$ cat src/rtl/bpn_pkg.sv
// Shared types for the back-pressure node controller.
// Assumes nothing beyond a two-phase handshake sequence.
package bpn_pkg;

    // Phase of the node: gather inputs, then release the held result.
    typedef enum logic {
        PH_GATHER  = 1'b0,
        PH_RELEASE = 1'b1
    } bpn_phase_e;

endpackage

$ cat src/rtl/bpn_fresh_track.sv
// Freshness tracker for a group of toggle-bit links.
// Keeps one stored copy per link. A link is new while its current bit
// differs from the copy. The copy is refreshed only when capture is high.
// Assumes capture is already qualified by the local tick.
module bpn_fresh_track #(
    parameter int WIDTH = 2
) (
    input  logic             clk,
    input  logic             rst_n,
    input  logic [WIDTH-1:0] cur,
    input  logic             capture,
    output logic             all_fresh
);

    logic [WIDTH-1:0] seen_q;
    logic [WIDTH-1:0] diff;

    genvar gi;
    generate
        for (gi = 0; gi < WIDTH; gi++) begin : g_link
            // Store this link's toggle bit at each capture event.
            always_ff @(posedge clk) begin
                if (!rst_n) begin
                    seen_q[gi] <= 1'b0;
                end else if (capture) begin
                    seen_q[gi] <= cur[gi];
                end
            end
            // Flag this link as new while its bit differs from the copy.
            always_comb begin
                diff[gi] = cur[gi] ^ seen_q[gi];
            end
        end
    endgenerate

    // Combine per-link flags: all links must be new.
    always_comb begin
        all_fresh = &diff;
    end

    // A capture must only happen when all links were new.
    AST_CAPTURE_ONLY_FRESH: assert property (@(posedge clk) disable iff (!rst_n)
        capture |-> all_fresh);

endmodule

$ cat src/rtl/bpn_compute.sv
// Stand-in compute step: a registered wrapping sum of all input words.
// The result sits in a holding register until the next load.
// Assumes load is asserted only on a firing tick.
module bpn_compute #(
    parameter int            NUM_IN      = 3,
    parameter int            DATA_W      = 8,
    parameter logic [DATA_W-1:0] RESET_VALUE = '0,
    localparam int           BUS_W       = NUM_IN * DATA_W
) (
    input  logic              clk,
    input  logic              rst_n,
    input  logic [BUS_W-1:0]  in_data,
    input  logic              load,
    output logic [DATA_W-1:0] hold
);

    logic [DATA_W-1:0] sum;

    // Add all input words, dropping carries beyond DATA_W bits.
    always_comb begin
        sum = '0;
        for (int k = 0; k < NUM_IN; k++) begin
            sum = sum + in_data[k*DATA_W +: DATA_W];
        end
    end

    // Capture the sum on a firing; otherwise keep the held value.
    always_ff @(posedge clk) begin
        if (!rst_n) begin
            hold <= RESET_VALUE;
        end else if (load) begin
            hold <= sum;
        end
    end

    AST_HOLD_KEEPS: assert property (@(posedge clk) disable iff (!rst_n)
        !load |=> $stable(hold));

endmodule

$ cat src/rtl/bpn_publish.sv
// Output register for the node's result, with its freshness toggle.
// Copies the held value out and inverts the toggle on each publish.
// Assumes publish is asserted only on a releasing tick.
module bpn_publish #(
    parameter int                DATA_W      = 8,
    parameter logic [DATA_W-1:0] RESET_VALUE = '0
) (
    input  logic              clk,
    input  logic              rst_n,
    input  logic              publish,
    input  logic [DATA_W-1:0] hold,
    output logic [DATA_W-1:0] pub_data,
    output logic              pub_alt,
    output logic              pub_stb
);

    // Load the result and toggle freshness on a publication.
    always_ff @(posedge clk) begin
        if (!rst_n) begin
            pub_data <= RESET_VALUE;
            pub_alt  <= 1'b0;
        end else if (publish) begin
            pub_data <= hold;
            pub_alt  <= ~pub_alt;
        end
    end

    // One-cycle strobe following each publication.
    always_ff @(posedge clk) begin
        if (!rst_n) begin
            pub_stb <= 1'b0;
        end else begin
            pub_stb <= publish;
        end
    end

    AST_ALT_FLIPS_ON_PUB: assert property (@(posedge clk) disable iff (!rst_n)
        pub_stb |-> (pub_alt != $past(pub_alt)));
    AST_DATA_STILL_NO_PUB: assert property (@(posedge clk) disable iff (!rst_n)
        !publish |=> ($stable(pub_data) && $stable(pub_alt)));

endmodule

$ cat src/rtl/bpn_node.sv
// Back-pressure node controller top.
// Sequences gather and release phases on local ticks. Fires the compute
// step when all inputs are new, acknowledges producers by toggling, and
// publishes the held result once all consumers have acknowledged.
// Assumes inputs are stable around the clock edge and tick is synchronous.
module bpn_node
    import bpn_pkg::*;
#(
    parameter int                NUM_IN      = 3,
    parameter int                NUM_OUT     = 2,
    parameter int                DATA_W      = 8,
    parameter logic [DATA_W-1:0] RESET_VALUE = 8'hA5,
    localparam int               BUS_W       = NUM_IN * DATA_W
) (
    input  logic              clk,
    input  logic              rst_n,
    input  logic              tick,
    input  logic [BUS_W-1:0]  in_data,
    input  logic [NUM_IN-1:0] in_alt,
    input  logic [NUM_OUT-1:0] ack_in,
    output logic [NUM_IN-1:0] ack_out,
    output logic [DATA_W-1:0] pub_data,
    output logic              pub_alt,
    output logic              fire_stb,
    output logic              pub_stb
);

    bpn_phase_e        phase_q;
    logic              in_new;
    logic              ack_new;
    logic              go_fire;
    logic              go_pub;
    logic [DATA_W-1:0] hold;

    // Decide this edge's action from phase, tick and link freshness.
    always_comb begin
        go_fire = tick && (phase_q == PH_GATHER)  && in_new;
        go_pub  = tick && (phase_q == PH_RELEASE) && ack_new;
    end

    // Phase sequencing: gather -> release on firing, back on publication.
    always_ff @(posedge clk) begin
        if (!rst_n) begin
            phase_q <= PH_GATHER;
        end else if (go_fire) begin
            phase_q <= PH_RELEASE;
        end else if (go_pub) begin
            phase_q <= PH_GATHER;
        end
    end

    // Toggle every producer acknowledge once per consumption.
    always_ff @(posedge clk) begin
        if (!rst_n) begin
            ack_out <= '0;
        end else if (go_fire) begin
            ack_out <= ~ack_out;
        end
    end

    // One-cycle strobe following each firing.
    always_ff @(posedge clk) begin
        if (!rst_n) begin
            fire_stb <= 1'b0;
        end else begin
            fire_stb <= go_fire;
        end
    end

    bpn_fresh_track #(.WIDTH(NUM_IN)) u_in_track (
        .clk       (clk),
        .rst_n     (rst_n),
        .cur       (in_alt),
        .capture   (go_fire),
        .all_fresh (in_new)
    );

    bpn_fresh_track #(.WIDTH(NUM_OUT)) u_ack_track (
        .clk       (clk),
        .rst_n     (rst_n),
        .cur       (ack_in),
        .capture   (go_pub),
        .all_fresh (ack_new)
    );

    bpn_compute #(
        .NUM_IN      (NUM_IN),
        .DATA_W      (DATA_W),
        .RESET_VALUE (RESET_VALUE)
    ) u_compute (
        .clk     (clk),
        .rst_n   (rst_n),
        .in_data (in_data),
        .load    (go_fire),
        .hold    (hold)
    );

    bpn_publish #(
        .DATA_W      (DATA_W),
        .RESET_VALUE (RESET_VALUE)
    ) u_publish (
        .clk      (clk),
        .rst_n    (rst_n),
        .publish  (go_pub),
        .hold     (hold),
        .pub_data (pub_data),
        .pub_alt  (pub_alt),
        .pub_stb  (pub_stb)
    );

    AST_NO_TICK_NO_ACT: assert property (@(posedge clk) disable iff (!rst_n)
        !tick |=> (!fire_stb && !pub_stb && $stable(ack_out)));
    AST_ACK_FLIPS_ON_FIRE: assert property (@(posedge clk) disable iff (!rst_n)
        fire_stb |-> (ack_out == ~$past(ack_out)));
    AST_ACK_STILL_IN_RELEASE: assert property (@(posedge clk) disable iff (!rst_n)
        (phase_q == PH_RELEASE) |=> $stable(ack_out));
    AST_STROBES_EXCLUSIVE: assert property (@(posedge clk) disable iff (!rst_n)
        !(fire_stb && pub_stb));
    AST_FIRE_SINGLE: assert property (@(posedge clk) disable iff (!rst_n)
        fire_stb |=> !fire_stb);
    AST_PUB_SINGLE: assert property (@(posedge clk) disable iff (!rst_n)
        pub_stb |=> !pub_stb);
    AST_NEVER_BOTH_GO: assert property (@(posedge clk) disable iff (!rst_n)
        !(go_fire && go_pub));

endmodule

$ cat config.mk
export PLATFORM = sky130hd
export DESIGN_NAME = bpn_node
export DESIGN_NICKNAME = d
export VERILOG_FILES = /design/src/rtl/bpn_pkg.sv /design/src/rtl/bpn_fresh_track.sv /design/src/rtl/bpn_compute.sv /design/src/rtl/bpn_publish.sv /design/src/rtl/bpn_node.sv
export SDC_FILE = /design/constraint.sdc
export NUM_CORES = 1
export LEC_CHECK = 0
export BUFFER_PORTS_ARGS = -buffer_cell sky130_fd_sc_hd__buf_4
export CORE_UTILIZATION = 46
export DETAILED_ROUTE_END_ITERATION = 10
export PLACE_DENSITY = 0.77
export SYNTH_ARGS = -nofsm -noshare
export SYNTH_HDL_FRONTEND = slang
export SYNTH_HIERARCHICAL = 1
export SYNTH_SLANG_ARGS = --single-unit
$ cat constraint.sdc
create_clock -name clk -period 2.4 [get_ports clk]
set_input_delay 0.6 -clock clk [delete_from_list [all_inputs] [get_ports clk]]
set_output_delay 0.6 -clock clk [all_outputs]
set_load 0.05 [all_outputs]
==> report_table.html, run 1 <==
<table>
<tr><th>Metric</th><th>Value</th></tr>
<tr><th colspan="2">Global routing</th></tr>
<tr><td>Pin count of the biggest net entering global routing</td><td>33</td></tr>
<tr><td>Number of global-route vias before repair</td><td>1224</td></tr>
<tr><td>Total overflow reported by the global router</td><td>0</td></tr>
<tr><td>Initial antenna violation count</td><td>0</td></tr>
<tr><td>Global-route wire length before repair</td><td>4950 µm</td></tr>
<tr><td>Tot GR Track Use</td><td>18.8%</td></tr>
<tr><th colspan="2">Layout</th></tr>
<tr><td>Fillcell total</td><td>approximately 260</td></tr>
<tr><td>Synthesis-to-finish area growth</td><td>28.6%</td></tr>
<tr><td>Fraction of layout cells with a size suffix above 1</td><td>30.3%</td></tr>
<tr><td>Net count reported at finish</td><td>245</td></tr>
<tr><td>Number of diodes added for antenna fixing</td><td>0</td></tr>
<tr><th colspan="2">Detailed routing</th></tr>
<tr><td>Final Routed Wirelength</td><td>3000 µm</td></tr>
<tr><td>Count of vias placed by the detailed router</td><td>1208</td></tr>
<tr><td>Number of vias per cell after detailed routing</td><td>4.99</td></tr>
<tr><td>Number of search-and-repair iterations in the first detailed-routing pass</td><td>4</td></tr>
<tr><td>Drt wl/cell</td><td>12.4 µm</td></tr>
<tr><td>First DRT Iteration DRCs</td><td>between 40 and 50</td></tr>
<tr><td>Antenna Nets Post-Route</td><td>0</td></tr>
<tr><td>Post-route DRC violation count</td><td>0</td></tr>
<tr><th colspan="2">Setup path</th></tr>
<tr><td>Required time at the worst-slack endpoint</td><td>2.63 ns</td></tr>
<tr><td>Reg-to-reg setup timing slack</td><td>0.74 ns</td></tr>
<tr><td>Endpoint of the most critical register-to-register path</td><td>u_compute/hold[6]</td></tr>
<tr><td>Length in cells of the worst reg-to-reg path</td><td>6</td></tr>
<tr><td>Endpoint kind of the worst setup timing path</td><td>register</td></tr>
<tr><td>Reg2Reg Launch Point</td><td>u_in_track/seen_q[0]</td></tr>
<tr><td>Worst-path fanout max</td><td>2</td></tr>
<tr><td>Setup CP Type</td><td>input port to register</td></tr>
<tr><td>CP Launch Type</td><td>input port</td></tr>
<tr><td>Arrival @ worst endpoint</td><td>approximately 2.5 ns</td></tr>
<tr><th colspan="2">Synth</th></tr>
<tr><td>Cell area after synthesis</td><td>1530 µm²</td></tr>
<tr><td>Leading cell types by count after synthesis</td><td>sky130_fd_sc_hd__dfxtp_1, sky130_fd_sc_hd__mux2i_1, sky130_fd_sc_hd__nand2_1</td></tr>
<tr><td>Most common flop cell mapped by yosys</td><td>sky130_fd_sc_hd__dfxtp_1</td></tr>
<tr><td>Cell type with the highest aggregate area in the netlist</td><td>sky130_fd_sc_hd__dfxtp_1</td></tr>
<tr><td>Synth Net Count</td><td>slightly below 200</td></tr>
<tr><td>Count of flip-flops with a built-in enable after synthesis</td><td>0</td></tr>
<tr><td>Asr flop ratio synth</td><td>0%</td></tr>
<tr><td>Synth cell types</td><td>37</td></tr>
<tr><td>Synth top area share</td><td>a little over a third</td></tr>
<tr><td>Synthesized area per cell</td><td>~10 µm²</td></tr>
<tr><td>Sequential fraction of the synthesis area</td><td>around 37%</td></tr>
<tr><td>Synthesis-stage register bit count</td><td>28</td></tr>
<tr><td>Biggest area contributors in the synthesized netlist</td><td>sky130_fd_sc_hd__dfxtp_1, sky130_fd_sc_hd__mux2i_1, sky130_fd_sc_hd__fa_1</td></tr>
<tr><td>Most used standard cell by instance count after synthesis</td><td>sky130_fd_sc_hd__dfxtp_1</td></tr>
<tr><td>Number of warning messages in the yosys log</td><td>6</td></tr>
<tr><td>Number of standard cells after synthesis</td><td>150</td></tr>
<tr><th colspan="2">STA</th></tr>
<tr><td>Final cycle utilization of the critical path</td><td>between 90 and 100%</td></tr>
<tr><td>Achievable Freq</td><td>0.442 GHz</td></tr>
<tr><td>Endpoints failing hold</td><td>0</td></tr>
<tr><td>Clock Skew</td><td>0.00883 ns</td></tr>
<tr><td>Worst Tran Pin Value</td><td>between 0.3 and 0.4 ns</td></tr>
<tr><td>Fin. max-slew vios</td><td>0</td></tr>
<tr><td>Setup repair after global routing missed its margin</td><td>false</td></tr>
<tr><td>Crit path time final</td><td>2.26 ns</td></tr>
<tr><td>Max_slew headroom</td><td>about three quarters</td></tr>
<tr><td>Fin Setup TNS</td><td>0 ns</td></tr>
<tr><td>Final-report setup violation count</td><td>0</td></tr>
<tr><td>Worst hold margin</td><td>0.484 ns</td></tr>
<tr><th colspan="2">Run</th></tr>
<tr><td>Total of max-cap violations</td><td>0</td></tr>
<tr><th colspan="2">Pwr</th></tr>
<tr><td>Net switching fraction of the power</td><td>26.1%</td></tr>
<tr><td>PD cells</td><td>533 nW/µm²</td></tr>
<tr><td>Combinational cell fraction of total power</td><td>24.6%</td></tr>
<tr><td>Leakage power summed over all cells</td><td>0.816 nW</td></tr>
<tr><td>Internal power contribution</td><td>0.776 mW</td></tr>
<tr><td>Share of power burned in registers</td><td>46.0%</td></tr>
<tr><td>Switching power</td><td>0.274 mW</td></tr>
<tr><td>Clock share of power</td><td>29.4%</td></tr>
<tr><td>Maximum vdd ir drop</td><td>approximately 0.26 mV</td></tr>
<tr><td>Overall power consumption</td><td>~1.1 mW</td></tr>
<tr><th colspan="2">Clocking</th></tr>
<tr><td>Clock tree root driver cell</td><td>sky130_fd_sc_hd__clkbuf_4</td></tr>
<tr><td>Sink count of the clock tree</td><td>28</td></tr>
<tr><td>Number of buffers added by the clock tree synthesis step</td><td>3</td></tr>
<tr><td>Clock tree from TritonCTS</td><td>yes</td></tr>
<tr><td>Htree depth</td><td>1</td></tr>
<tr><td>Later-pin clock latency in the skew report</td><td>around 0.33 ns</td></tr>
<tr><td>Largest buffer count on any clock path</td><td>2</td></tr>
<tr><td>CTS clk-pin slew, worst paths</td><td>0.16 ns</td></tr>
<tr><th colspan="2">Floorplanning</th></tr>
<tr><td>Number of ports placed on the die boundary</td><td>between 40 and 50</td></tr>
<tr><td>Number of rows created at floorplan</td><td>20</td></tr>
<tr><td>Area of the die</td><td>3560 µm²</td></tr>
<tr><td>Starting density of the core</td><td>49.4%</td></tr>
<tr><td>Horizontal extent of the die</td><td>59.7 µm</td></tr>
<tr><td>Height of the die</td><td>59.7 µm</td></tr>
<tr><td>Core region area</td><td>~3100 µm²</td></tr>
<tr><th colspan="2">Place</th></tr>
<tr><td>Port Buffers</td><td>45</td></tr>
<tr><td>Final Wtd Congestion</td><td>roughly 0.87</td></tr>
<tr><td>Estimated wirelength of the detail-placed design</td><td>2290 µm</td></tr>
<tr><th colspan="2">Hold path</th></tr>
<tr><td>Startpoint of the worst hold path</td><td>ack_out[2]</td></tr>
<tr><td>WHS Path Cells</td><td>2</td></tr>
<tr><td>Worst Hold Class</td><td>register to register</td></tr>
<tr><td>Hold-critical path endpoint</td><td>ack_out[2]</td></tr>
<tr><th colspan="2">Run status</th></tr>
<tr><td>Result of the run</td><td>finished, final reports clean</td></tr>
</table>
## placed cells by master (no fill, tap or decap), types with 2 or more instances in the layout
master / n
sky130_fd_sc_hd__fa_1: 7
sky130_fd_sc_hd__and2_2: 2
sky130_fd_sc_hd__mux2i_1: 18
sky130_fd_sc_hd__buf_4: 49
sky130_fd_sc_hd__nand2b_1: 4
sky130_fd_sc_hd__nand3_1: 2
sky130_fd_sc_hd__nand2_1: 14
sky130_fd_sc_hd__dfxtp_1: 28
sky130_fd_sc_hd__o21ai_0: 5
sky130_fd_sc_hd__xor2_1: 3
sky130_fd_sc_hd__nor2b_1: 11
sky130_fd_sc_hd__clkbuf_4: 3
sky130_fd_sc_hd__xnor2_1: 8
sky130_fd_sc_hd__ha_1: 6
sky130_fd_sc_hd__nor2_1: 2
sky130_fd_sc_hd__nor3b_1: 2
sky130_fd_sc_hd__inv_1: 9
sky130_fd_sc_hd__a21oi_1: 5
## timing repair
action | 4_1_cts | 5_1_grt
buffers inserted | 0 | 0
resized for setup | 0 | 0
setup endpoints to repair | 0 | 1
hold buffers | 0 | 0
## worst max path at each step
stage | from | end | slack [ns] | cells past startpoint
floorplan | in_data[1] | u_compute/hold[7] | -0.04 | 8
global placement | in_data[1] | u_compute/hold[7] | -0.19 | 9
detailed placement | in_data[1] | u_compute/hold[7] | -0.25 | 9
CTS | in_data[1] | u_compute/hold[7] | 0.11 | 9
global route | in_data[1] | u_compute/hold[7] | 0.03 | 9
finish | in_data[1] | u_compute/hold[7] | 0.14 | 9
## kinds of logic (layout without fill, tap and decap cells)
logic type	Yosys count	count (layout)	synth area share [%]
multiplexers	18	18	11.8
adder cells (fa/ha/maj)	14	14	15.4
flip-flops	28	28	36.6
AND/OR/NAND/NOR	49	49	18.8
buffers and inverters	14	62	4.82
AO/OA/AOI/OAI	16	16	6.37
XOR/XNOR	11	11	6.29
## area by class of cell
cell class | count | area (µm²) | share of cell area [%]
Multi-Input combinational cell | 108 | 900 | 45.7
Clock buffer | 3 | 22.5 | 1.14
Clock inverter | 1 | 30.0 | 1.52
Tap cell | 44 | 55.1 | 2.80
Inverter | 9 | 33.8 | 1.72
Sequential cell | 28 | 561 | 28.5
Timing Repair Buffer | 49 | 368 | 18.7
## power groups by stage
stage | clock, mW | combinational (mW) | sequential, mW
final | 0.309 | 0.258 | 0.483
after global routing | 0.334 | 0.293 | 0.485
after global placement | 0 | 0.245 | 0.492
after CTS | 0.311 | 0.260 | 0.483
after floorplan | 0 | 0.150 | 0.502
after detailed placement | 0 | 0.258 | 0.493
## layer usage
metal / global-route usage (%) / up-vias / part of all wire, %
li1: - / 597 / -
met1: 19.2 / 584 / 40
met2: 36.7 / 25 / 56
met3: 3.46 / 2 / 2.9
met4: 7.64 / 0 / 0.90
met5: 0 / - / 0
## critical path: stages
cell and delay, ns:
sky130_fd_sc_hd__buf_4 0.12, sky130_fd_sc_hd__fa_1 0.54, sky130_fd_sc_hd__ha_1 0.16, sky130_fd_sc_hd__inv_1 0.06, sky130_fd_sc_hd__fa_2 0.35, sky130_fd_sc_hd__nor2b_2 0.13, sky130_fd_sc_hd__o2111ai_1 0.13, sky130_fd_sc_hd__and4_1 0.18
sky130_fd_sc_hd__o31a_1 0.23
## sequential cells by signal, indices dropped and copies added, names as in the netlist
signal and cells:
ack_out 3, phase_q 1, u_publish/pub_data 8, u_publish/pub_stb 1
u_ack_track/seen_q 2, fire_stb 1, u_in_track/seen_q 3, u_compute/hold 8
u_publish/pub_alt 1
## metrics by stage
stage / util, % / std cells / instance area (µm²) / worst slack, ns
after global routing: 63.5 / 242 / 1970 / 0.0257
after CTS: 63.5 / 242 / 1970 / 0.107
final: 63.5 / 242 / 1970 / 0.139
after global placement: 61.8 / 238 / 1920 / -0.193
after detailed placement: 61.8 / 238 / 1920 / -0.253
after floorplan: - / 150 / 1530 / -0.0388
Power figures use the tool's default switching activity.
==> run 2, diff against run 1 <==
--- a/config.mk
+++ b/config.mk
@@ -9,6 +9,7 @@
 export CORE_UTILIZATION = 46
 export DETAILED_ROUTE_END_ITERATION = 10
 export PLACE_DENSITY = 0.77
+export REMOVE_ABC_BUFFERS = 1
 export SYNTH_ARGS = -nofsm -noshare
 export SYNTH_HDL_FRONTEND = slang
 export SYNTH_HIERARCHICAL = 1
==> run 2 against run 1 <==
- count of clock-buffer cells in the layout increased by 1
- sequential share of layout area rose by 0.16 points
- highest routed layer unchanged
- final cell count grew 0.41%
- largest cell class unchanged
- routed wire length decreased by 3.1%
- largest power group unchanged
==> report_table.html, run 2 (synthesis gave the netlist of run 1 again) <==
<table>
<tr><th>Metric</th><th>Value</th></tr>
<tr><th colspan="2">Run status</th></tr>
<tr><td>Result of the run</td><td>finished, final reports clean</td></tr>
<tr><th colspan="2">Setup path</th></tr>
<tr><td>CP Launch Type</td><td>input port</td></tr>
<tr><td>Critical-path cell list</td><td>buf_4 -&gt; fa_1 -&gt; ha_1 -&gt; inv_1 -&gt; fa_1 -&gt; nor2b_2 -&gt; o2111ai_1 -&gt; and4_1 -&gt; o31a_1</td></tr>
<tr><td>Arrival @ worst endpoint</td><td>2.61 ns (+0.12 ns)</td></tr>
<tr><td>CP most frequent cell</td><td>sky130_fd_sc_hd__fa_1</td></tr>
<tr><td>Endpoint kind of the worst setup timing path</td><td>register</td></tr>
<tr><td>Worst-path fanout max</td><td>2 (unchanged)</td></tr>
<tr><td>Critical-path top delay cell</td><td>sky130_fd_sc_hd__fa_1</td></tr>
<tr><td>CP peak stage delay</td><td>0.54 ns (about the same)</td></tr>
<tr><td>Required time at the worst-slack endpoint</td><td>2.63 ns (about the same)</td></tr>
<tr><td>Setup CP Type</td><td>input port to register</td></tr>
<tr><th colspan="2">STA</th></tr>
<tr><td>Max_slew headroom</td><td>73.9% (-1.0 points)</td></tr>
<tr><td>Setup repair after global routing missed its margin</td><td>false</td></tr>
<tr><td>Final cycle utilization of the critical path</td><td>99.2% (+5.0 points)</td></tr>
<tr><td>Achievable Freq</td><td>0.420 GHz (-5.1%)</td></tr>
<tr><td>Endpoints failing hold</td><td>0 (unchanged)</td></tr>
<tr><td>Final worst-path setup slack</td><td>0.0183 ns (-0.121 ns)</td></tr>
<tr><td>Clock Skew</td><td>0.00946 ns (+0.000635 ns)</td></tr>
<tr><td>Final-report setup violation count</td><td>0 (unchanged)</td></tr>
<tr><td>Crit path time final</td><td>2.38 ns (+0.121 ns)</td></tr>
<tr><td>Worst hold margin</td><td>0.482 ns (-0.00224 ns)</td></tr>
<tr><td>Fin. max-slew vios</td><td>0 (unchanged)</td></tr>
<tr><td>Worst Tran Pin Value</td><td>0.389 ns (+0.0130 ns)</td></tr>
<tr><th colspan="2">Global routing</th></tr>
<tr><td>Number of global-route vias before repair</td><td>1205 (-1.6%)</td></tr>
<tr><td>Total overflow reported by the global router</td><td>0 (unchanged)</td></tr>
<tr><td>Initial antenna violation count</td><td>0 (unchanged)</td></tr>
<tr><td>Pin count of the biggest net entering global routing</td><td>33 (unchanged)</td></tr>
<tr><td>Global-route wire length before repair</td><td>4880 µm (-1.5%)</td></tr>
<tr><td>Tot GR Track Use</td><td>18.1% (-0.69 points)</td></tr>
<tr><th colspan="2">Layout</th></tr>
<tr><td>Top library cells by usage in the layout, fill and taps aside</td><td>sky130_fd_sc_hd__buf_4, sky130_fd_sc_hd__dfxtp_1, sky130_fd_sc_hd__mux2i_1, sky130_fd_sc_hd__nand2_1, sky130_fd_sc_hd__nor2b_1</td></tr>
<tr><td>Fraction of layout cells with a size suffix above 1</td><td>30.2% (-0.15 points)</td></tr>
<tr><td>Net count reported at finish</td><td>246 (+0.41%)</td></tr>
<tr><td>Final std cells w/o fill</td><td>243 (+0.41%)</td></tr>
<tr><td>Synthesis-to-finish area growth</td><td>27.9%</td></tr>
<tr><td>Number of diodes added for antenna fixing</td><td>0 (unchanged)</td></tr>
<tr><td>Core utilization of the finished layout</td><td>63.1% (-0.36 points)</td></tr>
<tr><td>Area of all placed cells without fillers</td><td>1960 µm² (-0.57%)</td></tr>
<tr><td>Most common cell after layout, fill and taps aside</td><td>sky130_fd_sc_hd__buf_4</td></tr>
<tr><td>Largest registers</td><td>u_compute/hold (8), u_publish/pub_data (8)</td></tr>
<tr><th colspan="2">Detailed routing</th></tr>
<tr><td>Number of vias per cell after detailed routing</td><td>4.88 (-2.1%)</td></tr>
<tr><td>Final Routed Wirelength</td><td>2900 µm (-3.1%)</td></tr>
<tr><td>Antenna Nets Post-Route</td><td>0 (unchanged)</td></tr>
<tr><td>First DRT Iteration DRCs</td><td>46 (-2.1%)</td></tr>
<tr><td>Number of search-and-repair iterations in the first detailed-routing pass</td><td>4 (unchanged)</td></tr>
<tr><td>Count of vias placed by the detailed router</td><td>1187 (-1.7%)</td></tr>
<tr><td>Post-route DRC violation count</td><td>0 (unchanged)</td></tr>
<tr><td>Drt wl/cell</td><td>11.9 µm (-3.5%)</td></tr>
<tr><th colspan="2">Floorplanning</th></tr>
<tr><td>Core region area</td><td>3100 µm² (unchanged)</td></tr>
<tr><td>Area of the die</td><td>3560 µm² (unchanged)</td></tr>
<tr><td>Number of ports placed on the die boundary</td><td>46 (unchanged)</td></tr>
<tr><td>Horizontal extent of the die</td><td>59.7 µm (unchanged)</td></tr>
<tr><td>Height of the die</td><td>59.7 µm (unchanged)</td></tr>
<tr><td>Number of rows created at floorplan</td><td>20 (unchanged)</td></tr>
<tr><td>Starting density of the core</td><td>49.4% (unchanged)</td></tr>
<tr><th colspan="2">Clocking</th></tr>
<tr><td>CTS clk-pin slew, worst paths</td><td>0.15 ns (about the same)</td></tr>
<tr><td>Htree depth</td><td>1 (unchanged)</td></tr>
<tr><td>Later-pin clock latency in the skew report</td><td>0.33 ns (about the same)</td></tr>
<tr><td>Post-CTS resize count</td><td>0 (unchanged)</td></tr>
<tr><td>Number of buffers added by the clock tree synthesis step</td><td>3 (unchanged)</td></tr>
<tr><td>Sink count of the clock tree</td><td>28 (unchanged)</td></tr>
<tr><td>Total setup buffers inserted after CTS</td><td>0 (unchanged)</td></tr>
<tr><td>Largest buffer count on any clock path</td><td>2 (unchanged)</td></tr>
<tr><td>Number of buffers inserted by hold repair at cts</td><td>0 (unchanged)</td></tr>
<tr><td>Clock tree from TritonCTS</td><td>yes</td></tr>
<tr><td>Clock tree root driver cell</td><td>sky130_fd_sc_hd__clkbuf_4</td></tr>
<tr><th colspan="2">Place</th></tr>
<tr><td>Worst-case setup slack after placement</td><td>-0.327 ns (-0.0746 ns)</td></tr>
<tr><td>Post-detailed-placement cell area</td><td>1920 µm² (+0.26%)</td></tr>
<tr><td>Cell count after placement</td><td>239 (+0.42%)</td></tr>
<tr><td>Final Wtd Congestion</td><td>0.771 (-11%)</td></tr>
<tr><td>Estimated wirelength of the detail-placed design</td><td>2250 µm (-1.8%)</td></tr>
<tr><td>Port Buffers</td><td>45 (unchanged)</td></tr>
<tr><th colspan="2">Pwr</th></tr>
<tr><td>PD cells</td><td>496 nW/µm² (-7.0%)</td></tr>
<tr><td>Leakage power summed over all cells</td><td>0.814 nW (-0.19%)</td></tr>
<tr><td>Maximum vdd ir drop</td><td>0.244 mV (-5.9%)</td></tr>
<tr><th colspan="2">Hold path</th></tr>
<tr><td>Worst Hold Class</td><td>register to register</td></tr>
<tr><th colspan="2">Run</th></tr>
<tr><td>Total of max-cap violations</td><td>0 (unchanged)</td></tr>
</table>
run 2: cell count changes in the layout (fill, tap and decap cells not counted):
cell | before | now
sky130_fd_sc_hd__buf_4 | 49 | 50
sky130_fd_sc_hd__clkbuf_8 | 0 | 1
sky130_fd_sc_hd__fa_2 | 1 | 0
sky130_fd_sc_hd__bufinv_16 | 1 | 0
sky130_fd_sc_hd__fa_1 | 7 | 8
run 2: path summary, 6_finish.rpt:
path              slack (ns)                end  depth (start not counted)                 start
setup / recovery        0.02  u_compute/hold[7]                          9            in_data[1]
hold / removal          0.48         ack_out[2]                          2            ack_out[2]
setup reg to reg        0.76  u_compute/hold[6]                          6  u_in_track/seen_q[2]
hold reg to reg         0.48         ack_out[2]                          2            ack_out[2]
run 2: layout make-up:
class                           instances  area (µm²)
Multi-Input combinational cell        108         897
Sequential cell                        28         561
Fill cell                             263        1140
Timing Repair Buffer                   50         375
Inverter                                9        33.8
Tap cell                               44        55.1
Clock buffer                            4        36.3
run 2: power breakdown:
group	total, mW	internal [mW]	switching [mW]
combinational	0.259	0.132	0.127
clock	0.230	0.0931	0.136
sequential	0.483	0.476	0.00631
total	0.971	0.702	0.270
run 2: worst max-delay path: cells and delay by family:
family	cells	cell delay [ns]
adder cells (fa/ha/maj)	3	1.10
buffers and inverters	2	0.16
AO/OA/AOI/OAI	2	0.39
AND/OR/NAND/NOR	2	0.37
run 2: routing by layer:
metal	wire length (µm)	part of all wire, %	track usage [%]
met4	51	1.8	7.97
met3	119	4.1	2.60
met1	1300	45	20.7
met5	0	0	0
met2	1430	49	33.0
run 2: stage by stage:
stage | total power, mW | setup TNS, ns
2_1_floorplan | 0.644 | -0.0986
3_3_place_gp | 0.737 | -0.317
3_5_place_dp | 0.751 | -0.597
4_1_cts | 0.981 | 0
5_1_grt | 1.02 | 0
6_report | 0.971 | 0
==> run 3, diff against run 2 <==
--- a/config.mk
+++ b/config.mk
@@ -7,9 +7,10 @@
 export LEC_CHECK = 0
 export BUFFER_PORTS_ARGS = -buffer_cell sky130_fd_sc_hd__buf_4
 export CORE_UTILIZATION = 46
+export CTS_BUF_LIST = sky130_fd_sc_hd__clkbuf_16
 export DETAILED_ROUTE_END_ITERATION = 10
+export GPL_TIMING_DRIVEN = 0
 export PLACE_DENSITY = 0.77
-export REMOVE_ABC_BUFFERS = 1
 export SYNTH_ARGS = -nofsm -noshare
 export SYNTH_HDL_FRONTEND = slang
 export SYNTH_HIERARCHICAL = 1
==> run 3 against run 2 <==
- first-iteration DRC count decreased by 35%
- combinational power decreased by 3%
- sequential share of layout area decreased by 1.2 points
- critical path depth unchanged
- die area unchanged
- via count increased by 3.3%
- critical path type unchanged
- largest cell class unchanged
==> report_table.html, run 3 (synthesis gave the netlist of run 1 again) <==
<table>
<tr><th>Metric</th><th>Value</th></tr>
<tr><th colspan="2">Clocking</th></tr>
<tr><td>Htree depth</td><td>1 (unchanged)</td></tr>
<tr><td>Clock tree root driver cell</td><td>sky130_fd_sc_hd__clkbuf_16</td></tr>
<tr><td>Number of buffers inserted by hold repair at cts</td><td>0 (unchanged)</td></tr>
<tr><td>Largest buffer count on any clock path</td><td>2 (unchanged)</td></tr>
<tr><td>Total setup buffers inserted after CTS</td><td>0 (unchanged)</td></tr>
<tr><td>Later-pin clock latency in the skew report</td><td>0.26 ns (-0.07 ns)</td></tr>
<tr><td>Post-CTS resize count</td><td>0 (unchanged)</td></tr>
<tr><td>Clock tree from TritonCTS</td><td>yes</td></tr>
<tr><td>CTS clk-pin slew, worst paths</td><td>0.06 ns (-0.09 ns)</td></tr>
<tr><td>Sink count of the clock tree</td><td>28 (unchanged)</td></tr>
<tr><td>Number of buffers added by the clock tree synthesis step</td><td>3 (unchanged)</td></tr>
<tr><th colspan="2">Pwr</th></tr>
<tr><td>Maximum vdd ir drop</td><td>0.259 mV (+6.0%)</td></tr>
<tr><td>Leakage power summed over all cells</td><td>0.845 nW (+3.8%)</td></tr>
<tr><td>PD cells</td><td>593 nW/µm² (+20%)</td></tr>
<tr><th colspan="2">Setup path</th></tr>
<tr><td>Setup CP Type</td><td>input port to register</td></tr>
<tr><td>Endpoint kind of the worst setup timing path</td><td>register</td></tr>
<tr><td>Arrival @ worst endpoint</td><td>2.48 ns (-0.13 ns)</td></tr>
<tr><td>Worst-path fanout max</td><td>2 (unchanged)</td></tr>
<tr><td>Required time at the worst-slack endpoint</td><td>2.55 ns (-0.08 ns)</td></tr>
<tr><td>CP Launch Type</td><td>input port</td></tr>
<tr><th colspan="2">Floorplanning</th></tr>
<tr><td>Number of ports placed on the die boundary</td><td>46 (unchanged)</td></tr>
<tr><td>Core region area</td><td>3100 µm² (unchanged)</td></tr>
<tr><td>Number of rows created at floorplan</td><td>20 (unchanged)</td></tr>
<tr><td>Height of the die</td><td>59.7 µm (unchanged)</td></tr>
<tr><td>Starting density of the core</td><td>49.4% (unchanged)</td></tr>
<tr><td>Area of the die</td><td>3560 µm² (unchanged)</td></tr>
<tr><td>Horizontal extent of the die</td><td>59.7 µm (unchanged)</td></tr>
<tr><th colspan="2">Global routing</th></tr>
<tr><td>Global-route wire length before repair</td><td>4570 µm (-6.4%)</td></tr>
<tr><td>Tot GR Track Use</td><td>17.6% (-0.52 points)</td></tr>
<tr><td>Total overflow reported by the global router</td><td>0 (unchanged)</td></tr>
<tr><td>Initial antenna violation count</td><td>0 (unchanged)</td></tr>
<tr><td>Pin count of the biggest net entering global routing</td><td>17 (-48%)</td></tr>
<tr><td>Number of global-route vias before repair</td><td>1118 (-7.2%)</td></tr>
<tr><th colspan="2">Run</th></tr>
<tr><td>Total of max-cap violations</td><td>0 (unchanged)</td></tr>
<tr><th colspan="2">Detailed routing</th></tr>
<tr><td>Antenna Nets Post-Route</td><td>0 (unchanged)</td></tr>
<tr><td>Drt wl/cell</td><td>11.9 µm (-0.38%)</td></tr>
<tr><td>Number of search-and-repair iterations in the first detailed-routing pass</td><td>4 (unchanged)</td></tr>
<tr><td>Number of vias per cell after detailed routing</td><td>5.05 (+3.3%)</td></tr>
<tr><td>Final Routed Wirelength</td><td>2890 µm (-0.38%)</td></tr>
<tr><td>First DRT Iteration DRCs</td><td>30 (-35%)</td></tr>
<tr><td>Post-route DRC violation count</td><td>0 (unchanged)</td></tr>
<tr><td>Count of vias placed by the detailed router</td><td>1226 (+3.3%)</td></tr>
<tr><th colspan="2">STA</th></tr>
<tr><td>Crit path time final</td><td>2.33 ns (-0.0483 ns)</td></tr>
<tr><td>Setup repair after global routing missed its margin</td><td>true</td></tr>
<tr><td>Worst Tran Pin Value</td><td>0.278 ns (-0.111 ns)</td></tr>
<tr><td>Max_slew headroom</td><td>81.3% (+7.4 points)</td></tr>
<tr><td>Final cycle utilization of the critical path</td><td>97.2% (-2.0 points)</td></tr>
<tr><td>Final-report setup violation count</td><td>0 (unchanged)</td></tr>
<tr><td>Clock Skew</td><td>0.00191 ns (-0.00756 ns)</td></tr>
<tr><td>Fin. max-slew vios</td><td>0 (unchanged)</td></tr>
<tr><td>Endpoints failing hold</td><td>0 (unchanged)</td></tr>
<tr><td>Achievable Freq</td><td>0.429 GHz (+2.1%)</td></tr>
<tr><th colspan="2">Run status</th></tr>
<tr><td>Result of the run</td><td>finished, final reports clean</td></tr>
<tr><th colspan="2">Place</th></tr>
<tr><td>Cell count after placement</td><td>239 (unchanged)</td></tr>
<tr><td>Estimated wirelength of the detail-placed design</td><td>2270 µm (+0.86%)</td></tr>
<tr><td>Final Wtd Congestion</td><td>0.847 (+9.9%)</td></tr>
<tr><td>Port Buffers</td><td>45 (unchanged)</td></tr>
<tr><th colspan="2">Layout</th></tr>
<tr><td>Largest registers</td><td>u_compute/hold (8), u_publish/pub_data (8)</td></tr>
<tr><td>Fraction of layout cells with a size suffix above 1</td><td>32.2% (+2.0 points)</td></tr>
<tr><td>Most common cell after layout, fill and taps aside</td><td>sky130_fd_sc_hd__buf_4</td></tr>
<tr><td>Top library cells by usage in the layout, fill and taps aside</td><td>sky130_fd_sc_hd__buf_4, sky130_fd_sc_hd__dfxtp_1, sky130_fd_sc_hd__mux2i_1, sky130_fd_sc_hd__nand2_1, sky130_fd_sc_hd__nor2b_1</td></tr>
<tr><td>Core utilization of the finished layout</td><td>65.9% (+2.8 points)</td></tr>
<tr><td>Synthesis-to-finish area growth</td><td>33.5%</td></tr>
<tr><td>Number of diodes added for antenna fixing</td><td>0 (unchanged)</td></tr>
<tr><td>Net count reported at finish</td><td>246 (unchanged)</td></tr>
<tr><td>Final std cells w/o fill</td><td>243 (unchanged)</td></tr>
<tr><th colspan="2">Hold path</th></tr>
<tr><td>Worst Hold Class</td><td>register to register</td></tr>
</table>
[run 3: final cells by class]
| class | count | area (µm²) |
|---|---|---|
| Multi-Input combinational cell | 108 | 908 |
| Buffer | 5 | 40.0 |
| Clock buffer | 3 | 75.1 |
| Sequential cell | 28 | 561 |
| Tap cell | 44 | 55.1 |
| Fill cell | 270 | 1060 |
| Timing Repair Buffer | 45 | 342 |
| Inverter | 9 | 33.8 |
| Clock inverter | 1 | 30.0 |
[run 3: final timing paths]
kind	start	to	slack [ns]	cells after the start
min reg2reg	ack_out[0]	ack_out[0]	0.48	2
max	in_data[1]	u_compute/hold[7]	0.07	9
max reg2reg	u_in_track/seen_q[2]	u_compute/hold[6]	0.64	7
min	ack_out[0]	ack_out[0]	0.48	2
[run 3: stage by stage]
stage	power [mW]	instance area, µm²	setup WS [ns]	hold slack (ns)	TNS [ns]
floorplan	0.652	1530	-0.0388	0.439	-0.0388
global placement	0.728	1930	-0.246	0.454	-0.246
detailed placement	0.737	1930	-0.269	0.459	-0.269
CTS	1.22	2030	0.00797	0.478	0
global route	1.28	2040	-0.0689	0.500	-0.0689
finish	1.21	2040	0.0665	0.476	0
[run 3: worst max-delay path, stage by stage]
cell and delay [ns]:
sky130_fd_sc_hd__buf_6 0.09, sky130_fd_sc_hd__fa_1 0.53, sky130_fd_sc_hd__ha_2 0.18, sky130_fd_sc_hd__inv_2 0.04
sky130_fd_sc_hd__fa_2 0.35, sky130_fd_sc_hd__nor2b_2 0.15, sky130_fd_sc_hd__o2111ai_2 0.13, sky130_fd_sc_hd__and4_1 0.18
sky130_fd_sc_hd__o31a_1 0.22
[run 3: power breakdown]
group,switching [mW],internal [mW]
Combinational,0.124,0.126
Clock,0.149,0.332
Sequential,0.00653,0.476
[run 3: per-layer routing]
metal | vias up | share of wire (%) | track usage (%)
met5 | - | 0 | 0
met4 | 0 | 1.5 | 7.97
met3 | 4 | 4.4 | 3.68
met2 | 36 | 53 | 32.1
met1 | 582 | 41 | 19.3
li1 | 604 | - | -
